### src/rtl/mw_pkg.sv
package mw_pkg;

   // width of the address field in every frame; decoding depends on it
   localparam int MW_AFIELD = 8;

   typedef enum logic [2:0] {
      ST_IDLE,
      ST_HDR,
      ST_DATA,
      ST_SEND,
      ST_DONE
   } st_t;

   typedef enum logic [3:0] {
      K_NONE,
      K_WEN,
      K_WDS,
      K_WRITE,
      K_WRALL,
      K_READ,
      K_GARM,
      K_GSET,
      K_GOFF,
      K_GCLR,
      K_GREAD
   } kind_t;

   function automatic kind_t mw_decode(input logic [1:0] op,
                                       input logic [MW_AFIELD-1:0] a,
                                       input logic g);
      kind_t k;
      k = K_NONE;
      if (!g) begin
         case (op)
            2'b10: k = K_READ;
            2'b01: k = K_WRITE;
            2'b00: begin
               case (a[MW_AFIELD-1 -: 2])
                  2'b11:   k = K_WEN;
                  2'b00:   k = K_WDS;
                  2'b01:   k = K_WRALL;
                  default: k = K_NONE;
               endcase
            end
            default: k = K_NONE;
         endcase
      end else begin
         case (op)
            2'b10: k = K_GREAD;
            2'b01: k = K_GSET;
            2'b00: begin
               if (a[MW_AFIELD-1 -: 2] == 2'b11) k = K_GARM;
               else if (a == '0)                 k = K_GOFF;
               else                              k = K_NONE;
            end
            default: k = (a == '1) ? K_GCLR : K_NONE;
         endcase
      end
      return k;
   endfunction

endpackage

### src/rtl/mw_timer.sv
module mw_timer #(
   parameter int CYCLES = 200
) (
   input  logic clk,
   input  logic rst_n,
   input  logic start,
   output logic busy
);
   localparam int TW = $clog2(CYCLES + 1);

   logic [TW-1:0] cnt_q;

   always_ff @(posedge clk or negedge rst_n) begin
      if (!rst_n)             cnt_q <= '0;
      else if (start)         cnt_q <= TW'(CYCLES);
      else if (cnt_q != '0)   cnt_q <= cnt_q - 1'b1;
   end

   assign busy = (cnt_q != '0);
endmodule

### src/rtl/mw_array.sv
module mw_array #(
   parameter int ADDR_W = 7,
   parameter int DATA_W = 16
) (
   input  logic              clk,
   input  logic              rst_n,
   input  logic              we,
   input  logic              fill,
   input  logic [ADDR_W-1:0] waddr,
   input  logic [DATA_W-1:0] wdata,
   input  logic [ADDR_W-1:0] raddr,
   output logic [DATA_W-1:0] rdata
);
   localparam int DEPTH = 1 << ADDR_W;

   logic [DATA_W-1:0] mem [DEPTH];

   always_ff @(posedge clk or negedge rst_n) begin
      if (!rst_n) begin
         for (int i = 0; i < DEPTH; i++) mem[i] <= '0;
      end else if (fill) begin
         for (int i = 0; i < DEPTH; i++) mem[i] <= wdata;
      end else if (we) begin
         mem[waddr] <= wdata;
      end
   end

   assign rdata = mem[raddr];
endmodule

### src/rtl/mw_guard.sv
module mw_guard #(
   parameter int ADDR_W = 7
) (
   input  logic              clk,
   input  logic              rst_n,
   input  logic              do_arm,
   input  logic              do_set,
   input  logic              do_clr,
   input  logic              do_lock,
   input  logic [ADDR_W-1:0] val_in,
   output logic [ADDR_W-1:0] g_val,
   output logic              g_act,
   output logic              g_arm,
   output logic              g_lock
);
   always_ff @(posedge clk or negedge rst_n) begin
      if (!rst_n) begin
         g_val  <= '1;
         g_act  <= 1'b0;
         g_arm  <= 1'b0;
         g_lock <= 1'b0;
      end else if (do_lock) begin
         g_lock <= 1'b1;
         g_act  <= 1'b0;
         g_arm  <= 1'b0;
      end else if (do_clr) begin
         g_val  <= '1;
         g_act  <= 1'b0;
         g_arm  <= 1'b0;
      end else if (do_set) begin
         g_val  <= val_in;
         g_act  <= 1'b1;
         g_arm  <= 1'b0;
      end else if (do_arm) begin
         g_arm  <= 1'b1;
      end
   end
endmodule

### src/rtl/mw_eeprom.sv
module mw_eeprom
   import mw_pkg::*;
#(
   parameter int ADDR_W    = 7,
   parameter int DATA_W    = 16,
   parameter int WR_CYCLES = 200,
   parameter bit HAS_GUARD = 1'b1
) (
   input  logic clk,
   input  logic rst_n,
   input  logic chip_sel,
   input  logic ser_clk,
   input  logic ser_in,
   input  logic prog_en,
   input  logic guard_sel,
   output logic ser_out,
   output logic ser_out_en
);
   localparam int HDR_W  = 2 + MW_AFIELD;
   localparam int SEND_W = DATA_W + 1;
   localparam int CNT_W  = $clog2(SEND_W + HDR_W + 1);
   localparam int GPAD   = SEND_W - ADDR_W - 2;

   if (ADDR_W < 1 || ADDR_W > MW_AFIELD - 1) begin : g_bad_addr
      $error("ADDR_W must lie in 1..%0d", MW_AFIELD - 1);
   end
   if (DATA_W < ADDR_W + 2) begin : g_bad_data
      $error("DATA_W must be at least ADDR_W+2");
   end
   if (WR_CYCLES < 1) begin : g_bad_cyc
      $error("WR_CYCLES must be positive");
   end

   st_t               st_q;
   kind_t             kind_q, kind_nx;
   logic [CNT_W-1:0]  cnt_q, left_q;
   logic [HDR_W-1:0]  hdr_q, hdr_nx;
   logic [ADDR_W-1:0] addr_q;
   logic [DATA_W-1:0] dat_q, rdata;
   logic [SEND_W-1:0] snd_q;
   logic              sk_q, cs_q, wen_q, poll_q, out_q, oe_q;
   logic              rise, cs_fall, commit, ok_prog, prot_hit, g_ok;
   logic              mem_we, mem_fill, tmr_start, tmr_busy;
   logic              g_do_arm, g_do_set, g_do_clr, g_do_lock;
   logic [ADDR_W-1:0] g_val;
   logic              g_act, g_arm, g_lock;

   assign rise    = chip_sel & ser_clk & ~sk_q;
   assign cs_fall = cs_q & ~chip_sel;
   assign commit  = cs_fall && (st_q == ST_DONE);
   assign hdr_nx  = {hdr_q[HDR_W-2:0], ser_in};
   assign kind_nx = mw_decode(hdr_nx[HDR_W-1 -: 2], hdr_nx[MW_AFIELD-1:0],
                              guard_sel & HAS_GUARD);

   // commit-time gating of every state change
   assign ok_prog   = wen_q & prog_en;
   assign prot_hit  = g_act && (addr_q >= g_val);
   assign g_ok      = ok_prog & g_arm & ~g_lock;
   assign mem_we    = commit && (kind_q == K_WRITE) && ok_prog && !prot_hit;
   assign mem_fill  = commit && (kind_q == K_WRALL) && ok_prog && !g_act;
   assign g_do_arm  = commit && (kind_q == K_GARM) && !g_lock;
   assign g_do_set  = commit && (kind_q == K_GSET) && g_ok;
   assign g_do_clr  = commit && (kind_q == K_GCLR) && g_ok;
   assign g_do_lock = commit && (kind_q == K_GOFF) && g_ok;
   assign tmr_start = mem_we | mem_fill | g_do_set | g_do_clr | g_do_lock;

   mw_array #(.ADDR_W(ADDR_W), .DATA_W(DATA_W)) u_array (
      .clk   (clk),
      .rst_n (rst_n),
      .we    (mem_we),
      .fill  (mem_fill),
      .waddr (addr_q),
      .wdata (dat_q),
      .raddr (hdr_nx[ADDR_W-1:0]),
      .rdata (rdata)
   );

   mw_timer #(.CYCLES(WR_CYCLES)) u_timer (
      .clk   (clk),
      .rst_n (rst_n),
      .start (tmr_start),
      .busy  (tmr_busy)
   );

   if (HAS_GUARD) begin : g_guard
      mw_guard #(.ADDR_W(ADDR_W)) u_guard (
         .clk     (clk),
         .rst_n   (rst_n),
         .do_arm  (g_do_arm),
         .do_set  (g_do_set),
         .do_clr  (g_do_clr),
         .do_lock (g_do_lock),
         .val_in  (addr_q),
         .g_val   (g_val),
         .g_act   (g_act),
         .g_arm   (g_arm),
         .g_lock  (g_lock)
      );
   end else begin : g_noguard
      assign g_val  = '1;
      assign g_act  = 1'b0;
      assign g_arm  = 1'b0;
      assign g_lock = 1'b1;
   end

   always_ff @(posedge clk or negedge rst_n) begin
      if (!rst_n) begin
         st_q   <= ST_IDLE;
         kind_q <= K_NONE;
         cnt_q  <= '0;
         left_q <= '0;
         hdr_q  <= '0;
         addr_q <= '0;
         dat_q  <= '0;
         snd_q  <= '0;
         sk_q   <= 1'b0;
         cs_q   <= 1'b0;
         wen_q  <= 1'b0;
         poll_q <= 1'b0;
      end else begin
         sk_q <= ser_clk;
         cs_q <= chip_sel;
         if (!chip_sel) begin
            st_q   <= ST_IDLE;
            cnt_q  <= '0;
            left_q <= '0;
         end else if (rise) begin
            case (st_q)
               ST_IDLE: begin
                  if (ser_in && !tmr_busy) begin
                     st_q   <= ST_HDR;
                     cnt_q  <= '0;
                     poll_q <= 1'b0;
                  end
               end
               ST_HDR: begin
                  hdr_q <= hdr_nx;
                  cnt_q <= cnt_q + 1'b1;
                  if (cnt_q == CNT_W'(HDR_W - 1)) begin
                     kind_q <= kind_nx;
                     addr_q <= hdr_nx[ADDR_W-1:0];
                     cnt_q  <= '0;
                     case (kind_nx)
                        K_READ: begin
                           st_q   <= ST_SEND;
                           snd_q  <= {1'b0, rdata};
                           left_q <= CNT_W'(SEND_W);
                        end
                        K_GREAD: begin
                           st_q   <= ST_SEND;
                           snd_q  <= {1'b0, g_act, g_val, {GPAD{1'b0}}};
                           left_q <= CNT_W'(ADDR_W + 2);
                        end
                        K_WRITE, K_WRALL: st_q <= ST_DATA;
                        default:          st_q <= ST_DONE;
                     endcase
                  end
               end
               ST_DATA: begin
                  dat_q <= {dat_q[DATA_W-2:0], ser_in};
                  cnt_q <= cnt_q + 1'b1;
                  if (cnt_q == CNT_W'(DATA_W - 1)) st_q <= ST_DONE;
               end
               ST_SEND: begin
                  snd_q  <= {snd_q[SEND_W-2:0], 1'b0};
                  left_q <= left_q - 1'b1;
                  if (left_q == CNT_W'(1)) st_q <= ST_DONE;
               end
               default: ;
            endcase
         end
         if (commit && kind_q == K_WEN) wen_q <= 1'b1;
         if (commit && kind_q == K_WDS) wen_q <= 1'b0;
         if (tmr_start)                 poll_q <= 1'b1;
      end
   end

   // registered output stage
   always_ff @(posedge clk or negedge rst_n) begin
      if (!rst_n) begin
         oe_q  <= 1'b0;
         out_q <= 1'b0;
      end else begin
         oe_q  <= chip_sel && ((st_q == ST_SEND) || (st_q == ST_IDLE && poll_q));
         out_q <= (st_q == ST_SEND) ? snd_q[SEND_W-1] : ~tmr_busy;
      end
   end

   assign ser_out    = out_q;
   assign ser_out_en = oe_q;
endmodule

### config.mk
export PLATFORM = sky130hd
export DESIGN_NAME = mw_eeprom
export DESIGN_NICKNAME = d
export VERILOG_FILES = /design/src/rtl/mw_pkg.sv /design/src/rtl/mw_timer.sv /design/src/rtl/mw_array.sv /design/src/rtl/mw_guard.sv /design/src/rtl/mw_eeprom.sv
export SDC_FILE = /design/constraint.sdc
export NUM_CORES = 2
export LEC_CHECK = 0
export ABC_AREA = 1
export CORE_ASPECT_RATIO = 1.2
export CORE_MARGIN = 1
export CORE_UTILIZATION = 25
export CTS_CLUSTER_SIZE = 10
export DETAILED_ROUTE_END_ITERATION = 6
export PLACE_DENSITY_LB_ADDON = 0.12
export SKIP_CTS_REPAIR_TIMING = 1
export SYNTH_ARGS = -nofsm -noshare
export SYNTH_HDL_FRONTEND = slang
export SYNTH_HIERARCHICAL = 1
export SYNTH_SLANG_ARGS = --single-unit
### constraint.sdc
create_clock -name clk -period 3 [get_ports clk]
set_input_delay 0.6 -clock clk [delete_from_list [all_inputs] [get_ports clk]]
set_output_delay 0.6 -clock clk [all_outputs]
set_load 0.02 [all_outputs]
==> run_results.csv <==
group,metric,value,unit
placement,port_buffers,8,
placement,place_area,109000,um2
grt,grt_antenna_before_repair,5,
placement,place_congestion,0.820,
timing,hold_viol,0,
timing,drv_slew,0,
synth,synth_area_leader_cell,"dfrtp_1",
synth,synth-seq-cells,2138,
placement,pre_cts_slack,-763,ps
cts,cts-root-buf,"clkbuf_16",
die,pin_count,9,
cts,clk_path_buf_depth,4,
final_layout,multiInputGateArea,40400,um2
synth,yosysUniqueCellTypes,51,
timing,whs,320,ps
drt,wl_per_cell,23.3,um
setup_path,crit_chain,"inv_8 > buf_16 > buf_6 > buf_12 > nand3_1 > nand3_1 > nand3_1 > nand3_1 > nand3_1 > buf_12 > nand3_1 > nand2_1 > nor2_1 > a221oi_1 > nand2_1 > o21ai_1",
outcome,status,"complete, but fails checks",
die,core_area,389000,um2
timing,worst_pin_slew,878,ps
drt,drtIter0Drc,6791,
power_and_ir_drop,p_per_area,539,nW/um2
drt,vias_per_cell,4.89,
synth,seq_area_frac_synth,54.8,%
final_layout,fill_cells,40900,
setup_path,worst-endpoint-required,3790,ps
synth,synth_edf_count,0,
grt,grtUsageTotal,19.3,%
final_layout,final_nets,12200,
timing,fmax,0.329,GHz
grt,grt_max_degree,100,
final_layout,area_growth,24.2,%
setup_path,r2r_start,"hdr_q[0]",
final_layout,design_area,121000,um2
setup_path,critPathLaunch,"hdr_q[0]",
timing,slew_headroom,41.5,%
setup_path,critPathKind,"reg -> reg",
setup_path,cp-end-kind,"flop",
die,rows,251,
timing,post-route-period-util,101,%
timing,setup_viol,3,
synth,syn-num-nets,12200,
grt,grt_pass1_vias,83300,
synth,synthesis.area,97700,um2
timing,fin_crit,3040,ps
cts,clk_pin_slew,60,ps
timing,rsz0062_at_grt,"yes",
synth,yosysTopAreaCellShare,54.6,%
grt,grt_pass1_wl,570,mm
die,dieHeight,687,um
setup_path,path_buf_inv,5,
setup_path,cp_max_fo,13,
worst_hold_path,hold_path.startpoint,"ser_in",
drt,ant_nets,0,
final_layout,final-seq-area,53500,um2
die,die-area,393000,um2
synth,synth_area_per_cell,8.02,um2
synth,synth_cells,12200,
drt,route.detailed.drc,0,
synth,synth_flop_cell,"dfrtp_1",
timing,setup-tns-final,-74.3,ps
power_and_ir_drop,leakage,0.0547,uW
power_and_ir_drop,ir_drop,0.367,mV
timing,clock_skew,58.8,ps
synth,yosysWarnings,6,
cts,cts.sinks,2138,
timing,fin_ws,-38.7,ps
outcome,violations,"setup timing",
worst_hold_path,hold_class,"in -> reg",
cts,insertion_delay,920,ps
drt,dr.pass1.iters,6,
setup_path,slowest_delay,560,ps
setup_path,cp_slowest_cell,"dfrtp_4",
drt,num_vias,85700,
placement,detailed_place_hpwl,246,mm
cts,htreeDepth,5,
synth,async_reset_ff_share,100,%
die,dieWidth,573,um
flow_run,cap_violations,0,
drt,routed_wl,409,mm
setup_path,cp.arrival,3830,ps
synth,ys_top_cells_by_area,"dfrtp_1 55%, nand3_1 10%, nand2_1 10%",
cts,cts_buffers,271,
final_layout,drive_above_1_share,11.9,%
grt,grt_overflow_total,0,
setup_path,critical_path.most_common_cell,"nand3_1",
cts,cts_tree,"yes",
die,start_util,25.1,%
setup_path,startpoint_type,"flop",
setup_path,path_delay_family,"simple AND/OR/NAND/NOR gates",
-- report_power, final --
group | switching, uW | internal [uW]
Clock | 13200 | 18100
Combinational | 3680 | 1490
Sequential | 36.1 | 28900
Total | 16900 | 48500
-- cell type report --
type                    instances  area share [%]
inverters                     134           0.522
flip-flops and latches       2138            44.1
clock inverters                35           0.356
multi-input cells            8818            33.3
well taps                    5186            5.35
repair buffers                837            10.0
diodes                          4         0.00825
clock buffers                 385            6.38
-- sequential cells by signal, summed over array words and instances, names as in the netlist, 5 cells and up --
name and cells:
u_timer/cnt_q 8, hdr_q 9, cnt_q 5, addr_q 7, g_guard.u_guard/g_val 7, u_array/mem 2048
snd_q 17, left_q 5, dat_q 16
-- cell usage after synthesis (all sizes together) (2+ instances only) --
master / number
nor3: 22
o31ai: 13
nor4: 7
a221oi: 6
a22o: 6
inv: 131
ha: 14
buf: 453
nand3: 2048
mux2: 13
o21ai: 359
nor2: 1825
nor3b: 2
a21oi: 1770
or2: 2
clkinv: 3
dfstp: 7
nand2: 2695
clkbuf: 631
xor2: 2
dfrtp: 2131
a31oi: 18
nand4: 7
-- cells by family after synthesis --
logic type      count (synthesis)  share of synthesized area, %
flops                        2138                          54.8
fa+ha+maj                      14                         0.179
simple gates                 6609                          28.3
buf+inv                      1218                          5.17
xor+xnor                        3                        0.0269
mux                            13                         0.150
compound gates               2179                          11.4
-- worst min-delay path, stage by stage --
cell     delay [ps]
buf_8           130
buf_4           190
inv_1           130
o21ai_0         100
-- cells in the final DEF, fill, tap and decap left out, drive strengths merged, types with 2 or more instances in the layout --
master | synthesis | layout
clkinv | 3 | 19
xor2 | 2 | 2
a21oi | 1770 | 1770
o21ai | 359 | 359
inv | 131 | 146
or2 | 2 | 2
nand3 | 2048 | 2048
nor2 | 1825 | 1825
bufinv | 0 | 3
diode | 0 | 4
a221oi | 6 | 6
nor3b | 2 | 2
buf | 453 | 743
clkdlybuf4s50 | 0 | 6
o31ai | 13 | 13
nand2 | 2695 | 2695
a22o | 6 | 6
mux2 | 13 | 13
a31oi | 18 | 18
nor4 | 7 | 7
dfstp | 7 | 7
nand4 | 7 | 7
ha | 14 | 14
nor3 | 22 | 22
dfrtp | 2131 | 2131
clkbuf | 631 | 472
-- worst paths after layout --
path	endpoint	slack [ps]	cells after the start
min in group asynchronous	u_array/mem[779]	350	2
worst max register to register	snd_q[12]	-40	16
worst min-delay path	dat_q[0]	320	4
worst max-delay path	snd_q[12]	-40	16
worst min register to register	g_guard.u_guard/g_val[3]	460	2
max in group asynchronous	u_array/mem[359]	1440	4
-- layer usage --
| layer | track usage (%) | vias to the layer above | share of wire (%) |
|---|---|---|---|
| met5 | 0 | - | 0 |
| met4 | 5.98 | 0 | 3.2 |
| met3 | 2.02 | 556 | 3.8 |
| met2 | 33.0 | 2080 | 49 |
| met1 | 25.3 | 42800 | 43 |
| li1 | - | 40300 | - |
-- stage by stage --
stage / std cells / power (uW) / util [%]
after floorplan: 12200 / 31400 / -
after global placement: 17000 / 34600 / 28.1
after detailed placement: 17000 / 34600 / 28.1
after CTS: 17400 / 66400 / 30.2
after global routing: 17500 / 67800 / 31.2
final: 17500 / 65400 / 31.2
Note: power is estimated with default switching activity, not from simulation.
